[src/rtl/lcd_pkg.sv]
package lcd_pkg;

    localparam int PAT_MAX = 8;
    localparam int LEN_W   = $clog2(PAT_MAX);

    typedef logic [PAT_MAX-1:0] pat_t;
    typedef logic [LEN_W-1:0]   len_t;

    // Outcome of one strobed bit
    typedef struct packed {
        logic take;   // bit enters the comparison
        logic miss;   // bit disagrees with the one a code length back
    } bit_eval_t;

    // Window as it will be after the current cycle
    typedef struct packed {
        pat_t win;    // index 0 is the newest accepted bit
        logic full;   // at least a code length of bits accepted
    } window_t;

    // True when win holds the code rotated by rot positions
    function automatic logic rot_fits(pat_t win, pat_t pat, len_t lm1, int rot);
        logic ok;
        int   idx;
        int   lim;
        ok  = 1'b1;
        lim = int'(lm1);
        for (int i = 0; i < PAT_MAX; i++) begin
            if (i <= lim) begin
                idx = i + rot;
                if (idx > lim) idx = idx - (lim + 1);
                if (win[i] != pat[idx]) ok = 1'b0;
            end
        end
        return ok;
    endfunction

endpackage

[src/rtl/lcd_history.sv]
module lcd_history
    import lcd_pkg::*;
(
    input  logic      clk,
    input  logic      rst,
    input  logic      bit_en,
    input  logic      rx_bit,
    input  logic      skip,
    input  len_t      len_m1,
    output pat_t      hist_q,
    output window_t   win_nx,
    output bit_eval_t eval
);

    localparam int FILL_W = LEN_W + 1;

    logic [FILL_W-1:0] fill_q;
    logic [FILL_W-1:0] fill_nx;
    logic              full_now;

    assign full_now = fill_q > {1'b0, len_m1};

    always_comb begin
        eval.take = bit_en & ~skip;
        eval.miss = eval.take & full_now & (rx_bit != hist_q[len_m1]);
        win_nx.win = eval.take ? {hist_q[PAT_MAX-2:0], rx_bit} : hist_q;
        fill_nx = (eval.take && fill_q != FILL_W'(PAT_MAX)) ? fill_q + 1'b1 : fill_q;
        win_nx.full = fill_nx > {1'b0, len_m1};
    end

    always_ff @(posedge clk) begin
        if (rst) begin
            hist_q <= '0;
            fill_q <= '0;
        end else begin
            hist_q <= win_nx.win;
            fill_q <= fill_nx;
        end
    end


    skip_hold_chk: assert property (@(posedge clk) disable iff (rst)
        (bit_en && skip) |=> $stable(hist_q));


    idle_hold_chk: assert property (@(posedge clk) disable iff (rst)
        !bit_en |=> ($stable(hist_q) && $stable(fill_q)));

endmodule

[src/rtl/lcd_interval.sv]
module lcd_interval #(
    parameter int INTV_BITS = 74112,
    parameter int ERR_LIMIT = 15
) (
    input  logic clk,
    input  logic rst,
    input  logic bit_en,
    input  logic miss,
    input  logic code_ok,
    output logic loop_det,
    output logic period_end
);

    localparam int CNT_W   = $clog2(INTV_BITS);
    localparam int ERR_CAP = ERR_LIMIT + 1;
    localparam int ERR_W   = $clog2(ERR_CAP + 1);

    logic [CNT_W-1:0] cnt_q;
    logic [ERR_W-1:0] err_q;
    logic [ERR_W-1:0] err_nx;
    logic             det_q;

    assign period_end = bit_en && (cnt_q == CNT_W'(INTV_BITS - 1));
    assign err_nx     = (miss && err_q != ERR_W'(ERR_CAP)) ? err_q + 1'b1 : err_q;
    assign loop_det   = det_q;

    always_ff @(posedge clk) begin
        if (rst) begin
            cnt_q <= '0;
            err_q <= '0;
            det_q <= 1'b0;
        end else if (period_end) begin
            cnt_q <= '0;
            err_q <= '0;
            det_q <= (err_nx <= ERR_W'(ERR_LIMIT)) && code_ok;
        end else begin
            if (bit_en) cnt_q <= cnt_q + 1'b1;
            err_q <= err_nx;
        end
    end


    err_sat_chk: assert property (@(posedge clk) disable iff (rst)
        err_q <= ERR_W'(ERR_CAP));


    cnt_range_chk: assert property (@(posedge clk) disable iff (rst)
        cnt_q <= CNT_W'(INTV_BITS - 1));


    det_hold_chk: assert property (@(posedge clk) disable iff (rst)
        !period_end |=> $stable(det_q));


    over_budget_chk: assert property (@(posedge clk) disable iff (rst)
        (period_end && err_q == ERR_W'(ERR_CAP)) |=> !det_q);


    reset_clear_chk: assert property (@(posedge clk)
        rst |=> !det_q);

endmodule

[src/rtl/loop_code_detector.sv]
module loop_code_detector
    import lcd_pkg::*;
#(
    parameter int INTV_BITS = 74112,
    parameter int ERR_LIMIT = 15
) (
    input  logic       clk,
    input  logic       rst,
    input  logic       rx_bit,
    input  logic       bit_en,
    input  logic       fbit_mark,
    input  logic       framed_sel,
    input  logic [7:0] code_pat,
    input  logic [2:0] code_len_m1,
    output logic       loop_det
);

    pat_t             hist_q;
    window_t          win_nx;
    bit_eval_t        eval;
    logic [PAT_MAX-1:0] rot_hit;
    logic             code_ok;
    logic             period_end;
    logic             skip;

    assign skip = framed_sel & fbit_mark;

    lcd_history u_hist (
        .clk    (clk),
        .rst    (rst),
        .bit_en (bit_en),
        .rx_bit (rx_bit),
        .skip   (skip),
        .len_m1 (code_len_m1),
        .hist_q (hist_q),
        .win_nx (win_nx),
        .eval   (eval)
    );

    // One comparator per candidate rotation of the code
    for (genvar r = 0; r < PAT_MAX; r++) begin : g_rot
        assign rot_hit[r] = (LEN_W'(r) <= code_len_m1) &&
                            rot_fits(win_nx.win, code_pat, code_len_m1, r);
    end

    assign code_ok = win_nx.full && (|rot_hit);

    lcd_interval #(
        .INTV_BITS (INTV_BITS),
        .ERR_LIMIT (ERR_LIMIT)
    ) u_intv (
        .clk        (clk),
        .rst        (rst),
        .bit_en     (bit_en),
        .miss       (eval.miss),
        .code_ok    (code_ok),
        .loop_det   (loop_det),
        .period_end (period_end)
    );


    code_gate_chk: assert property (@(posedge clk) disable iff (rst)
        (period_end && !code_ok) |=> !loop_det);


    unframed_take_chk: assert property (@(posedge clk) disable iff (rst)
        (bit_en && !framed_sel) |-> eval.take);

endmodule

[config.mk]
export PLATFORM = sky130hd
export DESIGN_NAME = loop_code_detector
export DESIGN_NICKNAME = d
export VERILOG_FILES = /design/src/rtl/lcd_pkg.sv /design/src/rtl/lcd_history.sv /design/src/rtl/lcd_interval.sv /design/src/rtl/loop_code_detector.sv
export SDC_FILE = /design/constraint.sdc
export NUM_CORES = 1
export LEC_CHECK = 0
export BUFFER_PORTS_ARGS = -buffer_cell sky130_fd_sc_hd__buf_2
export CORE_MARGIN = 4
export CORE_UTILIZATION = 50
export CTS_CLUSTER_SIZE = 14
export DETAILED_ROUTE_END_ITERATION = 10
export PLACE_DENSITY = 0.65
export RECOVER_POWER = 25
export SLEW_MARGIN = 20
export SYNTH_ARGS = -nofsm -noshare
export SYNTH_HDL_FRONTEND = slang
export SYNTH_SLANG_ARGS = --single-unit
[constraint.sdc]
create_clock -name clk -period 5.22 [get_ports clk]
set_input_delay 0.261 -clock clk [delete_from_list [all_inputs] [get_ports clk]]
set_output_delay 0.261 -clock clk [all_outputs]
set_load 0.05 [all_outputs]
[After elaboration in Yosys (flattened, before gate mapping)]
Cells that the tools add are included.
Word-level totals
  flip-flop bits (word level): 35
  bits in latches: 0
  bits in writable memories: 0
  bits in read-only memories: 0
  output and inout port bits: 1
  memories kept: 0
Cells by class
  $add $sub $neg: 18
  multiply operators: 0
  div/mod/pow operators: 0
  magnitude comparators: 89
  equality and inequality tests: 68
  shift operators: 0
  multiplexer cells: 377
  bitwise gates (word level): 5
  reduce and logical (&&, ||, !) cells: 15
Operators by type and width (count)
  $lt 32x5->1 const B: 63
  $mux 32: 63
  $mux 1: 247
  $bmux 1 s3: 64
  $sub 5x32->32 const A: 6
  $sub 4x32->32 const A: 4
  $ne 1x1->1: 65
  $sub 3x32->32 const A: 2
  $sub 2x32->32 const A: 1
  $le 3x3->1 const A: 8
  $add 17x1->17 const B: 1
  $eq 17x17->1 const B: 1
  $logic_and 1x1->1: 13
  $gt 3x3->1 const A: 4
  $le 2x3->1 const A: 4
  $le 1x3->1 const A: 3
  $gt 4x3->1: 2
  $mux 8: 1
  $reduce_or 8->1: 1
  $gt 2x3->1 const A: 2
  $add 5x1->5 const B: 1
  $le 5x4->1 const B: 1
  $mux 5: 1
  $ne 5x5->1 const B: 1
  10 further kinds: 13

[Logic depth before layout (Yosys ltp)]
  depth in word-level cells: 26
  depth in mapped cells: 16
  gate-level depth less buffers: 14

[Hierarchy]
Synthesis repeated with hierarchy kept, for this count alone.
Unflattened totals
  cells, all modules: 435
  area total of the unflattened synthesis: 3794.9 um2
By module, submodules not included
  loop_code_detector: times used 1, cells an instance 243, area an instance 1995.7 um2, seq. area each 0.0 um2
  lcd_interval: times used 1, cells an instance 122, area an instance 1072.3 um2, seq. area each 460.4 um2
  lcd_history: times used 1, cells an instance 70, area an instance 726.9 um2, seq. area each 240.2 um2

[Worst setup path after synthesis]
No wires, ideal clock.
  path kind: input port to flip-flop
  start: input code_len_m1[0]
  end: register u_intv.det_q, in the netlist u_intv.loop_det
  library setup time: 0.138 ns
  arrival time: 2.998 ns
  required time: 5.082 ns
  slack: 2.084 ns
  stages on the path: 14
  buffers on the path: 4
  path through: buf_6 buf_6 inv_1 buf_2 ha_1 buf_4 nor2b_1 a31o_1 nor4_4 xor2_1 a2bb2oi_1 and3_4 a2111oi_2 a211oi_1
Between the ends
  longest elaborated chain between the ends: 26
  elaborated cells between the ends (all ways): 492
Ends and longest elaborated chain
  start: declaration: RTL line loop_code_detector.sv:14  | input logic [2:0] code_len_m1,
  $add 3x1->4: RTL line lcd_pkg.sv:31  | if (idx > lim) idx = idx - (lim + 1);
  $sub 2x32->32 (tied with other cells): RTL line lcd_pkg.sv:31
  $mux 32: RTL line lcd_pkg.sv:31
  $mux 32 or $bmux 1 s3 (tied branches): RTL line lcd_pkg.sv:29, lcd_pkg.sv:32
  $bmux 1 s3 or $mux 1 (tied branches): RTL line lcd_pkg.sv:32  | if (win[i] != pat[idx]) ok = 1'b0;
  $mux 1 (implied by the code): RTL line lcd_pkg.sv:32
  $mux 1 (implied by the code) or $ne 1x1->1 (tied branches): RTL line lcd_pkg.sv:32
  $ne 1x1->1 or $mux 1 (tied branches): RTL line lcd_pkg.sv:32
  (+10 left out)
  $mux 1: RTL line lcd_pkg.sv:32
  $mux 1: RTL line lcd_pkg.sv:29  | if (i <= lim) begin
  $mux 1: RTL line lcd_pkg.sv:32
  $mux 1: RTL line lcd_pkg.sv:29
  $logic_and 1x1->1: RTL line loop_code_detector.sv:42  | assign rot_hit[r] = (LEN_W'(r) <= code_len_m1) &&
  $reduce_or 8->1: RTL line loop_code_detector.sv:46  | assign code_ok = win_nx.full && (|rot_hit);
  $logic_and 1x1->1: RTL line loop_code_detector.sv:46
  $logic_and 1x1->1 *: RTL line lcd_interval.sv:35  | det_q <= (err_nx <= ERR_W'(ERR_LIMIT)) && code_ok;
  end signal: assignment: RTL line lcd_interval.sv:35
  end: declaration: RTL line lcd_interval.sv:21  | logic det_q;
Every way passes the cells marked *; elsewhere a longest branch is shown, timed or not. The select of a mux whose other input is x is not followed.
A chain may end at the register's enable or synchronous reset.

[Worst setup path after layout]
  start: input code_len_m1[1]
  end: register u_intv.det_q, in the netlist u_intv.loop_det
Same word-level chain as after synthesis.

==> flow_metrics.py <==
metrics = {
    "drt": {
        "routedWlPerCell_um": 18.5,
        "viasPerCell": 6.14,
        "drcViolationCount": 0,
        "drt-total-wl_um": 10300,
        "drtPass1Iterations": 6,
        "drtIter0Drc": 325,
        "via_count": 3422,
        "ant_nets": 0,
    },
    "synthesis": {
        "ys.flop_type": "dfxtp_1",
        "synth_area_um2": 4010,
        "ys_async_sr_fraction_pct": 0,
        "synth_nets": 484,
        "yosysWarnings": 0,
        "ys_types": 79,
        "netlist_instances": 451,
        "synth.avg_cell_area_um2": 8.90,
        "ys_ff_latch": 35,
        "synth_edf_count": 0,
        "ys_seq_area_share_pct": 17.5,
    },
    "run_status": {
        "status": "finished, final reports clean",
    },
    "floorplanning": {
        "fp.dieH_um": 97.6,
        "pin_count": 18,
        "core_area_um2": 7770,
        "initial_core_util_pct": 51.7,
        "dieArea_um2": 9520,
        "rows": 32,
        "die_x_um": 97.6,
    },
    "place": {
        "place_congestion": 0.939,
        "hpwl_um": 7480,
        "place.port_buffers": 17,
    },
    "layout": {
        "syn2layout_area_growth_pct": 3.68,
        "final_util_pct": 53.6,
        "drive_gt1_share_pct": 14.7,
        "fin_nets": 487,
        "multi_input_area_um2": 3070,
        "regArea_um2": 701,
        "fill_cells": 754,
        "antenna_cells": 0,
    },
    "cts": {
        "clockBufferDepth": 2,
        "cts_tree": "done",
        "ctsHoldBuffers": 0,
        "cts.htree.levels": 2,
        "clk_pin_slew_ns": 0.07,
        "cts_setup_buffers": 0,
        "clock_sinks": 35,
        "numCtsBuffers": 5,
        "clock_latency_ns": 0.28,
        "cts_root_buf": "clkbuf_8",
        "cts.repair.resized": 0,
    },
    "sta": {
        "fin_tns_setup_ns": 0,
        "hold_viol": 0,
        "min_period_ns": 3.66,
        "worst_pin_slew_ns": 1.31,
        "fmax_ghz": 0.274,
        "drv_slew": 0,
        "setup_viol": 0,
        "period_share_pct": 70.0,
        "rsz0062_at_grt": "no",
        "slew_headroom_pct": 10.1,
        "finClkSkew_ns": 0.00559,
    },
    "grt": {
        "grt_overflow": 0,
        "track_usage_pct": 21.4,
        "grt_first_pass_wirelength_um": 16900,
        "grt_pass1_vias": 3291,
        "grt_max_degree": 47,
        "grt_antenna_before_repair": 0,
    },
    "power": {
        "peakVddDrop_mv": 0.156,
        "powerDensity_nw_per_um2": 214,
        "power.leakage_nw": 1.49,
    },
    "critical_path": {
        "path_common_cell": "ha_1",
        "crit_path_start_kind": "primary input",
        "crit_path_end_kind": "flop",
        "path_cells": "buf_2 > ha_1 > ha_1 > buf_4 > xor2_4 > nand2_1 > a32oi_4 > xor2_1 > o22ai_1 > nor4_1 > a2111oi_2 > a211oi_1",
        "crit_buf_inv": 2,
        "critPathMaxStageDelay_ns": 0.67,
        "cp.arrival_ns": 3.85,
        "reg2regPathDepth": 7,
        "crit_path_max_fanout": 13,
        "r2r_slack_ns": 2.59,
        "crit_required_ns": 5.42,
        "worst_path_max_delay_cell": "ha_1",
        "cpLargestDelayFamily": "adder cells",
        "r2r_start": "u_hist.hist_q[1]$_SDFF_PP0_",
        "regToRegEndpoint": "u_intv.loop_det$_SDFFE_PP0P_",
        "critPathKind": "in -> reg",
    },
    "min_path": {
        "min_from": "rst",
        "holdPathEnd": "u_hist.fill_q[3]$_SDFF_PP0_",
        "min_path_type": "in -> reg",
        "hold_depth": 2,
    },
    "flow_run": {
        "cap_violations": 0,
    },
}
-- how the worst max path moves through the flow --
stage / startpoint / to / slack [ns] / cells after the start
6_report: code_len_m1[1] / u_intv.loop_det$_SDFFE_PP0P_ / 1.57 / 12
5_1_grt: code_len_m1[1] / u_intv.loop_det$_SDFFE_PP0P_ / 1.36 / 12
4_1_cts: code_len_m1[1] / u_intv.loop_det$_SDFFE_PP0P_ / 1.49 / 11
3_5_place_dp: code_len_m1[1] / u_intv.loop_det$_SDFFE_PP0P_ / 1.19 / 11
3_3_place_gp: code_len_m1[1] / u_intv.loop_det$_SDFFE_PP0P_ / 1.27 / 11
2_1_floorplan: code_len_m1[0] / u_intv.loop_det$_SDFFE_PP0P_ / 2.08 / 14
-- stage by stage --
step                instance area, um^2  instances  power, W  hold WS, ns  setup WS (ns)
detailed placement                 4100        549  0.000674        0.502           1.19
global placement                   4100        549  0.000667        0.487           1.27
global route                       4160        557  0.000941        0.337           1.36
floorplan                          4010        451  0.000606        0.333           2.08
finish                             4160        557  0.000889        0.337           1.57
CTS                                4200        557  0.000891        0.321           1.49
-- synthesized netlist by cell type (3+ instances only) --
cell | count | area, um^2
inv_1 | 15 | 56.3
o22ai_1 | 7 | 43.8
mux2_2 | 4 | 45.0
a21oi_1 | 8 | 40.0
nor3_1 | 7 | 35.0
buf_6 | 4 | 45.0
clkbuf_1 | 8 | 30.0
xnor2_1 | 42 | 368
a211oi_1 | 5 | 37.5
ha_1 | 16 | 200
nand2b_1 | 7 | 43.8
o211ai_1 | 4 | 30.0
nor3b_1 | 3 | 22.5
a2bb2oi_1 | 3 | 26.3
mux2i_4 | 3 | 67.6
and2_1 | 5 | 31.3
nand2_1 | 27 | 101
mux2i_1 | 14 | 140
mux4_2 | 9 | 203
mux2i_2 | 6 | 82.6
mux2_1 | 3 | 33.8
nand3_1 | 11 | 55.1
nor2b_1 | 10 | 62.6
and3_1 | 7 | 43.8
nor4_1 | 6 | 37.5
buf_2 | 9 | 45.0
nor2_1 | 49 | 184
nand4_1 | 4 | 25.0
nor4b_1 | 3 | 26.3
xor2_1 | 40 | 350
o21ai_0 | 16 | 80.1
dfxtp_1 | 35 | 701
-- per-layer routing --
layer	up-vias	global-route usage (%)	part of all wire, %
met5	-	0	0
met4	0	5.11	1.5
met3	17	3.16	6.0
met2	121	33.4	45
met1	1647	31.0	47
li1	1637	-	-
-- cells by family after synthesis --
group / synth area share (%)
AO/OA/AOI/OAI: 17.4
XOR/XNOR: 20.4
flip-flops: 17.5
multiplexers: 14.6
buffers and inverters: 5.27
AND/OR/NAND/NOR: 19.9
adder cells (fa/ha/maj): 4.99
-- registers in the layout (all words and copies together), names as in the netlist --
| register | count |
|---|---|
| u_hist.hist_q | 8 |
| u_intv.loop_det | 1 |
| u_hist.fill_q | 4 |
| u_intv.cnt_q | 17 |
| u_intv.err_q | 5 |
-- layout make-up --
| type | instances | share of cell area (%) |
|---|---|---|
| Tap cell | 102 | 3.07 |
| Multi-Input combinational cell | 377 | 73.8 |
| Clock buffer | 8 | 2.41 |
| Inverter | 15 | 1.35 |
| Timing Repair Buffer | 20 | 2.53 |
| Sequential cell | 35 | 16.8 |
-- placed cells by master, fill, tap and decap left out, types with 8 or more instances in the layout --
| cell | n |
|---|---|
| nor2_1 | 49 |
| xnor2_1 | 42 |
| xor2_1 | 40 |
| dfxtp_1 | 35 |
| nand2_1 | 27 |
| mux2i_1 | 19 |
| o21ai_0 | 16 |
| inv_1 | 15 |
| ha_1 | 15 |
| buf_2 | 15 |
| nand3_1 | 11 |
| nor2b_1 | 10 |
| mux4_2 | 9 |
| a21oi_1 | 8 |
-- report_power, final --
group | internal (W) | leakage, nW | switching (W)
Clock | 0.000120 | 0.0515 | 0.0000953
Combinational | 0.000170 | 1.16 | 0.000227
Sequential | 0.000271 | 0.283 | 0.00000459
Total | 0.000562 | 1.49 | 0.000327
Note: power is estimated with default switching activity, not from simulation.
